<file path="src/rtl/osc_trim_pkg.sv">
// Shared types for the oscillator trim calibrator.
// Assumes: nothing beyond IEEE 1800-2017.
package osc_trim_pkg;

    typedef enum logic [2:0] {
        ST_IDLE,
        ST_CLR,
        ST_LOAD,
        ST_LAUNCH,
        ST_WAIT_LO,
        ST_WAIT_HI,
        ST_FINAL,
        ST_SEAL
    } cal_state_e;

endpackage

</file>
<file path="src/rtl/osc_trim_encoder.sv">
// Clamps a signed trim setting to 0..MAX_SET and spreads it across DIGITS
// nibbles: the low (rem+1) digits carry base, the rest carry base-1.
// Assumes: SET_W is wide enough to hold MAX_SET as a positive signed value.
module osc_trim_encoder #(
    parameter int SET_W   = 9,
    parameter int MAX_SET = 112,
    parameter int DIGITS  = 7,
    parameter int DIG_W   = 4
) (
    input  logic signed [SET_W-1:0]        setting_i,
    output logic        [DIGITS*DIG_W-1:0] code_o
);

    logic [SET_W-1:0] clamped;
    logic [SET_W-1:0] base;
    logic [SET_W-1:0] base_m1;
    logic [SET_W-1:0] rem;

    // Saturate the signed setting into the legal trim range.
    always_comb begin
        if (setting_i < 0)
            clamped = '0;
        else if (setting_i > SET_W'(MAX_SET))
            clamped = SET_W'(MAX_SET);
        else
            clamped = setting_i;
    end

    // Split the clamped setting into quotient and remainder by DIGITS.
    always_comb begin
        base    = clamped / SET_W'(DIGITS);
        rem     = clamped % SET_W'(DIGITS);
        base_m1 = base - SET_W'(1);
    end

    for (genvar g = 0; g < DIGITS; g++) begin : g_digit
        assign code_o[g*DIG_W +: DIG_W] =
            (SET_W'(g) <= rem) ? base[DIG_W-1:0] : base_m1[DIG_W-1:0];
    end

endmodule

</file>
<file path="src/rtl/osc_trim_stepper.sv">
// One successive-approximation update: compares a measured count with the
// target and moves the setting by half the step when outside the band;
// also produces the next step, halved with round-up.
// Assumes: STEP_W < SET_W so half a step always fits the signed setting.
module osc_trim_stepper #(
    parameter int SET_W  = 9,
    parameter int STEP_W = 7,
    parameter int CNT_W  = 16,
    parameter int TARGET = 2048,
    parameter int BAND   = 12
) (
    input  logic signed [SET_W-1:0]  setting_i,
    input  logic        [STEP_W-1:0] step_i,
    input  logic        [CNT_W-1:0]  count_i,
    output logic signed [SET_W-1:0]  setting_o,
    output logic        [STEP_W-1:0] step_o
);

    localparam int DIFF_W = CNT_W + 2;

    logic signed [DIFF_W-1:0] err;
    logic signed [SET_W-1:0]  half;
    logic        [STEP_W:0]   step_inc;

    // Error and half-step, both as signed quantities.
    always_comb begin
        err  = $signed({2'b00, CNT_W'(TARGET)}) - $signed({2'b00, count_i});
        half = $signed(SET_W'(step_i >> 1));
    end

    // Move the setting only when the error leaves the tolerance band.
    always_comb begin
        if (err > DIFF_W'(BAND))
            setting_o = setting_i - half;
        else if (err < -DIFF_W'(BAND))
            setting_o = setting_i + half;
        else
            setting_o = setting_i;
    end

    // Halve the step, rounding up.
    always_comb begin
        step_inc = {1'b0, step_i} + (STEP_W+1)'(1);
        step_o   = step_inc[STEP_W:1];
    end

endmodule

</file>
<file path="src/rtl/osc_trim_cal.sv">
// Oscillator trim calibrator: runs ITERS measurement steps of a binary search
// over the trim setting, then writes the final code with enable and raises hold.
// Assumes: the measurement counter drops meas_done_i some cycles after
// meas_start_o and raises it again with meas_count_i valid.
module osc_trim_cal
    import osc_trim_pkg::*;
#(
    parameter int CNT_W   = 16,
    parameter int TARGET  = 2048,
    parameter int BAND    = 12,
    parameter int DIGITS  = 7,
    parameter int DIG_W   = 4,
    parameter int MAX_SET = DIGITS * (1 << DIG_W),
    parameter int STEP0   = MAX_SET / 2,
    parameter int ITERS   = 8
) (
    input  logic                      clk,
    input  logic                      rst_n,
    input  logic                      start_i,
    output logic                      busy_o,
    output logic                      done_o,
    output logic                      meas_clr_o,
    output logic                      meas_load_o,
    output logic [CNT_W-1:0]          meas_target_o,
    output logic                      meas_start_o,
    input  logic                      meas_done_i,
    input  logic [CNT_W-1:0]          meas_count_i,
    output logic [DIGITS*DIG_W-1:0]   trim_code_o,
    output logic                      osc_en_o,
    output logic                      hold_o
);

    localparam int SET_W  = $clog2(MAX_SET + 1) + 2;
    localparam int STEP_W = $clog2(STEP0 + 1) + 1;
    localparam int IT_W   = $clog2(ITERS + 1);

    cal_state_e                state_q;
    logic signed [SET_W-1:0]   setting_q;
    logic signed [SET_W-1:0]   setting_nx;
    logic [STEP_W-1:0]         step_q;
    logic [STEP_W-1:0]         step_nx;
    logic [IT_W-1:0]           iter_q;
    logic [DIGITS*DIG_W-1:0]   code_now;

    osc_trim_encoder #(
        .SET_W(SET_W), .MAX_SET(MAX_SET), .DIGITS(DIGITS), .DIG_W(DIG_W)
    ) u_enc (
        .setting_i(setting_q),
        .code_o   (code_now)
    );

    osc_trim_stepper #(
        .SET_W(SET_W), .STEP_W(STEP_W), .CNT_W(CNT_W),
        .TARGET(TARGET), .BAND(BAND)
    ) u_step (
        .setting_i(setting_q),
        .step_i   (step_q),
        .count_i  (meas_count_i),
        .setting_o(setting_nx),
        .step_o   (step_nx)
    );

    // Measurement strobes and status decoded from the registered state.
    always_comb begin
        meas_clr_o    = (state_q == ST_CLR);
        meas_load_o   = (state_q == ST_LOAD);
        meas_start_o  = (state_q == ST_LAUNCH);
        busy_o        = (state_q != ST_IDLE);
        meas_target_o = CNT_W'(TARGET);
    end

    // Search sequencer: setup, launch, done handshake, update, finish.
    always_ff @(posedge clk) begin
        if (!rst_n) begin
            state_q     <= ST_IDLE;
            setting_q   <= '0;
            step_q      <= '0;
            iter_q      <= '0;
            trim_code_o <= '0;
            osc_en_o    <= 1'b0;
            hold_o      <= 1'b0;
            done_o      <= 1'b0;
        end else begin
            done_o <= 1'b0;
            case (state_q)
                ST_IDLE: begin
                    if (start_i) begin
                        setting_q <= '0;
                        step_q    <= STEP_W'(STEP0);
                        iter_q    <= '0;
                        osc_en_o  <= 1'b0;
                        hold_o    <= 1'b0;
                        state_q   <= ST_CLR;
                    end
                end
                ST_CLR: begin
                    trim_code_o <= code_now;
                    state_q     <= ST_LOAD;
                end
                ST_LOAD:    state_q <= ST_LAUNCH;
                ST_LAUNCH:  state_q <= ST_WAIT_LO;
                ST_WAIT_LO: if (!meas_done_i) state_q <= ST_WAIT_HI;
                ST_WAIT_HI: begin
                    if (meas_done_i) begin
                        setting_q <= setting_nx;
                        step_q    <= step_nx;
                        iter_q    <= iter_q + IT_W'(1);
                        state_q   <= (iter_q == IT_W'(ITERS - 1)) ? ST_FINAL : ST_CLR;
                    end
                end
                ST_FINAL: begin
                    trim_code_o <= code_now;
                    osc_en_o    <= 1'b1;
                    state_q     <= ST_SEAL;
                end
                ST_SEAL: begin
                    hold_o  <= 1'b1;
                    done_o  <= 1'b1;
                    state_q <= ST_IDLE;
                end
                default: state_q <= ST_IDLE;
            endcase
        end
    end

endmodule

</file>
<file path="config.mk">
export PLATFORM = sky130hd
export DESIGN_NAME = osc_trim_cal
export DESIGN_NICKNAME = d
export VERILOG_FILES = /design/src/rtl/osc_trim_pkg.sv /design/src/rtl/osc_trim_encoder.sv /design/src/rtl/osc_trim_stepper.sv /design/src/rtl/osc_trim_cal.sv
export SDC_FILE = /design/constraint.sdc
export NUM_CORES = 1
export LEC_CHECK = 0
export BUFFER_PORTS_ARGS = -buffer_cell sky130_fd_sc_hd__buf_2
export CAP_MARGIN = 40
export CORE_ASPECT_RATIO = 0.6
export CORE_UTILIZATION = 25
export DETAILED_ROUTE_END_ITERATION = 7
export PLACE_DENSITY_LB_ADDON = 0.2
export SYNTH_ARGS = -nofsm -noshare
export SYNTH_HDL_FRONTEND = slang
export SYNTH_SLANG_ARGS = --single-unit
</file>
<file path="constraint.sdc">
create_clock -name clk -period 10.3 [get_ports clk]
set_input_delay 2.06 -clock clk [delete_from_list [all_inputs] [get_ports clk]]
set_output_delay 2.06 -clock clk [all_outputs]
set_load 0.01 [all_outputs]
</file>
Word-level counts from Yosys, hierarchy flattened
Cells that the tools add are included.

cells by class
  add/sub/neg operators = 6
  divide/modulo/power cells = 2
  $lt $le $gt $ge = 11
  eq/ne operators = 12
  mux-type cells = 29
  reduce and logical (&&, ||, !) cells = 11

operators by type and width
  operator                count
  $mux 9                  6
  $mux 4                  9
  $le 3x9->1 const A      3
  $pmux 3 s8              1
  $gt 18x5->1 const B     1
  $le 1x9->1 const A      2
  $le 2x9->1 const A      2
  $lt 18x5->1 const B     1
  $pmux 9 s2              1
  $sub 12x16->17 const A  1
  $mux 7                  2
  $pmux 7 s2              1
  $eq 3x3->1 const B      4
  $mux 3                  4
  $add 9x7->9             1
  $div 9x3->9 const B     1
  $gt 9x8->1 const B      1
  $lt 9x1->1 const B      1
  $mod 9x3->9 const B     1
  $sub 9x7->9             1
  $add 7x1->8 const B     1
  $pmux 4 s2              1
  $eq 3x2->1 const B      2
  $ne 2x2->1 const B      3
  other kinds (14)        20

storage, ports and cells
  bits in registers = 54
  output and inout port bits = 51
  word-level logic and storage cells = 79

Logic depth before layout (Yosys ltp)
  depth in word-level cells = 6
  gate-level depth with buffers = 18
  mapped depth without buffers = 16

By module
From an unflattened synthesis, not the netlist that was laid out.

second synthesis, totals
  cell total of the unflattened synthesis = 580
  area total of the unflattened synthesis = 4448.0 um2

by module, submodules not included
  module            instances  cells each  area each (um2)  sequential area each (um2)
  osc_trim_cal      1          282         2374.8           1081.0
  osc_trim_encoder  1          168         1132.3           0.0
  osc_trim_stepper  1          130         940.9            0.0

Least setup slack after synthesis
No wires, ideal clock.

  kind = input to register
  from = input meas_count_i[2]
  to = register setting_q[8]
  library setup time = 0.062 ns
  arrival = 4.810 ns
  path slack = 5.428 ns
  cell stages on the path = 16
  cells stage by stage = nor2_1 -> nor2_1 -> a41oi_1 -> nand2_1 -> mux2_2 -> inv_1 -> fa_1 -> nor2b_1 -> o21ai_0 -> a21boi_0 -> o21ai_0 -> a21boi_0 -> o21ai_0 -> nor3b_1 -> or4_1 -> nand3_1

between the ends
  longest elaborated chain between the ends = 5
  elaborated cells on any way between the ends = 8
  those cells by class = add/sub (1); order compare (2); eq/ne (1); mux (3); reduce/logical (1)

ends and longest elaborated chain
  what                  line                    RTL
  from (decl)           osc_trim_cal.sv:27      input logic [CNT_W-1:0] meas_count_i,
  $sub 12x16->17 (*)    osc_trim_stepper.sv:27  err = $signed({2'b00, CNT_W'(TARGET)}) - $signed({2'b00, count_i});
  $gt 18x5->1           osc_trim_stepper.sv:33  if (err > DIFF_W'(BAND))
  $mux 9                osc_trim_stepper.sv:33
  $mux 9                osc_trim_cal.sv:104     if (meas_done_i) begin
  $pmux 9 s2            osc_trim_cal.sv:85      case (state_q)
  to (signal assigned)  osc_trim_cal.sv:105     setting_q <= setting_nx;
  to (decl)             osc_trim_cal.sv:38      logic signed [SET_W-1:0] setting_q;

Every way passes the cells marked *; elsewhere a longest branch is shown, timed or not. The select of a mux whose other input is x is not followed.
A chain may end at the register's enable or synchronous reset.

Final worst setup path
  from = input meas_count_i[14]
  to = register setting_q[8]

The elaborated chain is that of the path after synthesis.

==> qor.txt <==
Sink Count - 54
Yosys warnings - 0
CTS tree - yes
Vias in the first global route - 3468
Reg2reg start - setting_q[6]$_SDFFE_PN0P_
TNS Setup - 0 ps
Mapped Area - 4130 µm²
Finished Core Util - 29.3%
RSZ-0062 raised after global routing - no
DR vias/cell - 5.04
Antenna-violating nets left - 0
GR Util All Layers - 13.7%
First drt pass iteration count - 4
Placer Congestion - 0.829
IO Port Bufs - 54
Antenna violations before repair - 0
R2r setup slk - 5710 ps
Cells on worst reg2reg path - 14
Die ar. - 17000 µm²
Post-DP HPWL - 8.40 mm
Share of cells above drive strength 1 - 20.3%
FMAX - 0.195 GHz
Main synth FF type - dfxtp_1
Clock tree buffer depth - 2
1st-iter DRT viols - 202
Skew final - 7.48 ps
Pwr Density - 110 nW/µm²
DRC Markers - 0
Final setup vio count - 0
I/O pins - 71
Post-Syn Area per Cell - 8.23 µm²
GR Util met3 - 2.42%
P_leak - 0.00179 µW
Remaining Overflow, GRT - 0
Die Ht - 102 µm
Critical Path AT - 5360 ps
Hold depth - 2
Critical path startpoint category - primary input
CP max FO - 7
Post-layout min period - 5120 ps
Critical path class - in -> reg
Hold Vio Cnt, Final - 0
Cell Rows - 35
Starting Density - 26.2%
Synth Register Bits - 54
Largest net degree at the start of global routing - 60
Netlist cell types - 83
Max-slew headroom - 37.9%
Hold path start - trim_code_o[17]$_SDFFE_PN0P_
CP Data Required Time - 10540 ps
GRT busiest layer - met1
Design Power - 507 µW
Commonest non-fill, non-tap cells in the layout - 54 x dfxtp_1, 54 x buf_2, 40 x nand2_1
GR Layer Usage met1 - 21.5%
Core area - 15700 µm²
First-pass GRT wire length - 18.7 mm
Die X - 168 µm
Post-synth EDFFs - 0
Hold WC Path Type - reg -> reg
Synth async-reset ratio - 0%
Avg WL per Cell - 15.3 µm
Reg clk slew, reported paths - 80 ps
Worst skew pair latency - 300 ps
Crit end category - flop
Hold Crit Endpoint - trim_code_o[17]$_SDFFE_PN0P_
Max Cap Viol - 0
Via count - 3728
Register area share after synthesis - 26.2%
Min setup slack post-route - 5180 ps
Setup bufs post-CTS - 0
CTS Root Cell - clkbuf_16
Cts bufs inserted - 5
Worst Setup SP - meas_count_i[14]
Fin. max-slew vios - 0
Pre-CTS setup slack - 4900 ps
Final WL - 11.3 mm
Status - finished clean
Post-Syn Instances - 501
Crit share post-route - 49.7%
Met2 usage - 19.1%
Fin nets - 572
Post-cts sizing count - 0
Hold-fix buffer count after cts - 0
Ant. Diodes - 0
Worst vdd rail ir drop - 0.0000832 V
H-tree levels - 2
Worst-Margin Slew - 931 ps
Synth-to-Final Area Change - 11.6%
FF-to-FF End - trim_code_o[22]$_SDFFE_PN0P_
[cell usage after synthesis (9+ instances only)]
cell,number,share of area (%)
clkbuf_1,14,1.3
dfxtp_1,54,26
nor3_1,9,1.1
a31oi_1,13,2.0
a21oi_1,26,3.2
nor2b_1,14,2.1
inv_1,24,2.2
xnor2_1,9,1.9
mux2i_1,9,2.2
nand2_1,40,3.6
o211ai_1,16,2.9
o21ai_0,26,3.2
nor2_1,28,2.5
buf_4,19,3.5
ha_1,15,4.5
nand3_1,29,3.5
[power breakdown]
group          switching, µW  internal [µW]  total, µW
sequential              12.4            224        236
combinational           53.5           35.1       88.6
clock                   89.1           93.1        182
[cell type report]
cell class | count | area, µm²
inverters | 24 | 90.1
repair buffers | 59 | 305
clock inverters | 3 | 28.8
multi-input cells | 392 | 2720
flip-flops and latches | 54 | 1080
fillers | 1656 | 11100
clock buffers | 5 | 125
well taps | 203 | 254
[critical path, cell delays in order]
cell      delay, ps
buf_2            90
nor4_1          360
nand2_1         230
mux2_2          310
inv_1            60
fa_1            410
nor2b_1         170
o21ai_0         130
a21boi_0        250
o21ai_0         130
a21boi_0        270
o21ai_0         150
nor3b_1         160
or4_1           480
nand3_1          90
[flip-flops by register name (all words and copies together) (netlist names)]
name and count:
hold_o 1, iter_q 4, osc_en_o 1, state_q 3
done_o 1, trim_code_o 28, setting_q 9, step_q 7
[worst max-delay path by stage]
stage                     cells after the start                        end  slack (ps)
final                                        15  setting_q[8]$_SDFFE_PN0P_        5180
after global routing                         17  setting_q[8]$_SDFFE_PN0P_        4870
after CTS                                    15  setting_q[8]$_SDFFE_PN0P_        5220
after detailed placement                     15  setting_q[8]$_SDFFE_PN0P_        4900
after global placement                       17  setting_q[8]$_SDFFE_PN0P_        5070
after floorplan                              16  setting_q[8]$_SDFFE_PN0P_        5430
[routing by layer]
layer,vias to the layer above,wire [µm]
met5,-,0
met4,0,101
met3,8,600
met2,67,4330
met1,1755,6270
li1,1898,-
[through the flow]
| step | cells | cell area [µm²] | hold slack [ps] |
|---|---|---|---|
| after global placement | 731 | 4440 | 457 |
| after floorplan | 515 | 4180 | 453 |
| after detailed placement | 731 | 4440 | 467 |
| after CTS | 739 | 4600 | 479 |
| final | 740 | 4600 | 479 |
| after global routing | 740 | 4600 | 500 |
[kinds of logic (layout without fill, tap and decap cells)]
group,Yosys count,in the layout,synth area share (%)
other cells,2,16,0.182
buf+inv,69,91,9.25
mux,12,12,3.00
simple gates,181,181,23.9
flops,54,54,26.2
fa+ha+maj,18,18,5.58
compound gates,148,148,27.8
xor+xnor,17,17,4.06
Power figures use the tool's default switching activity.
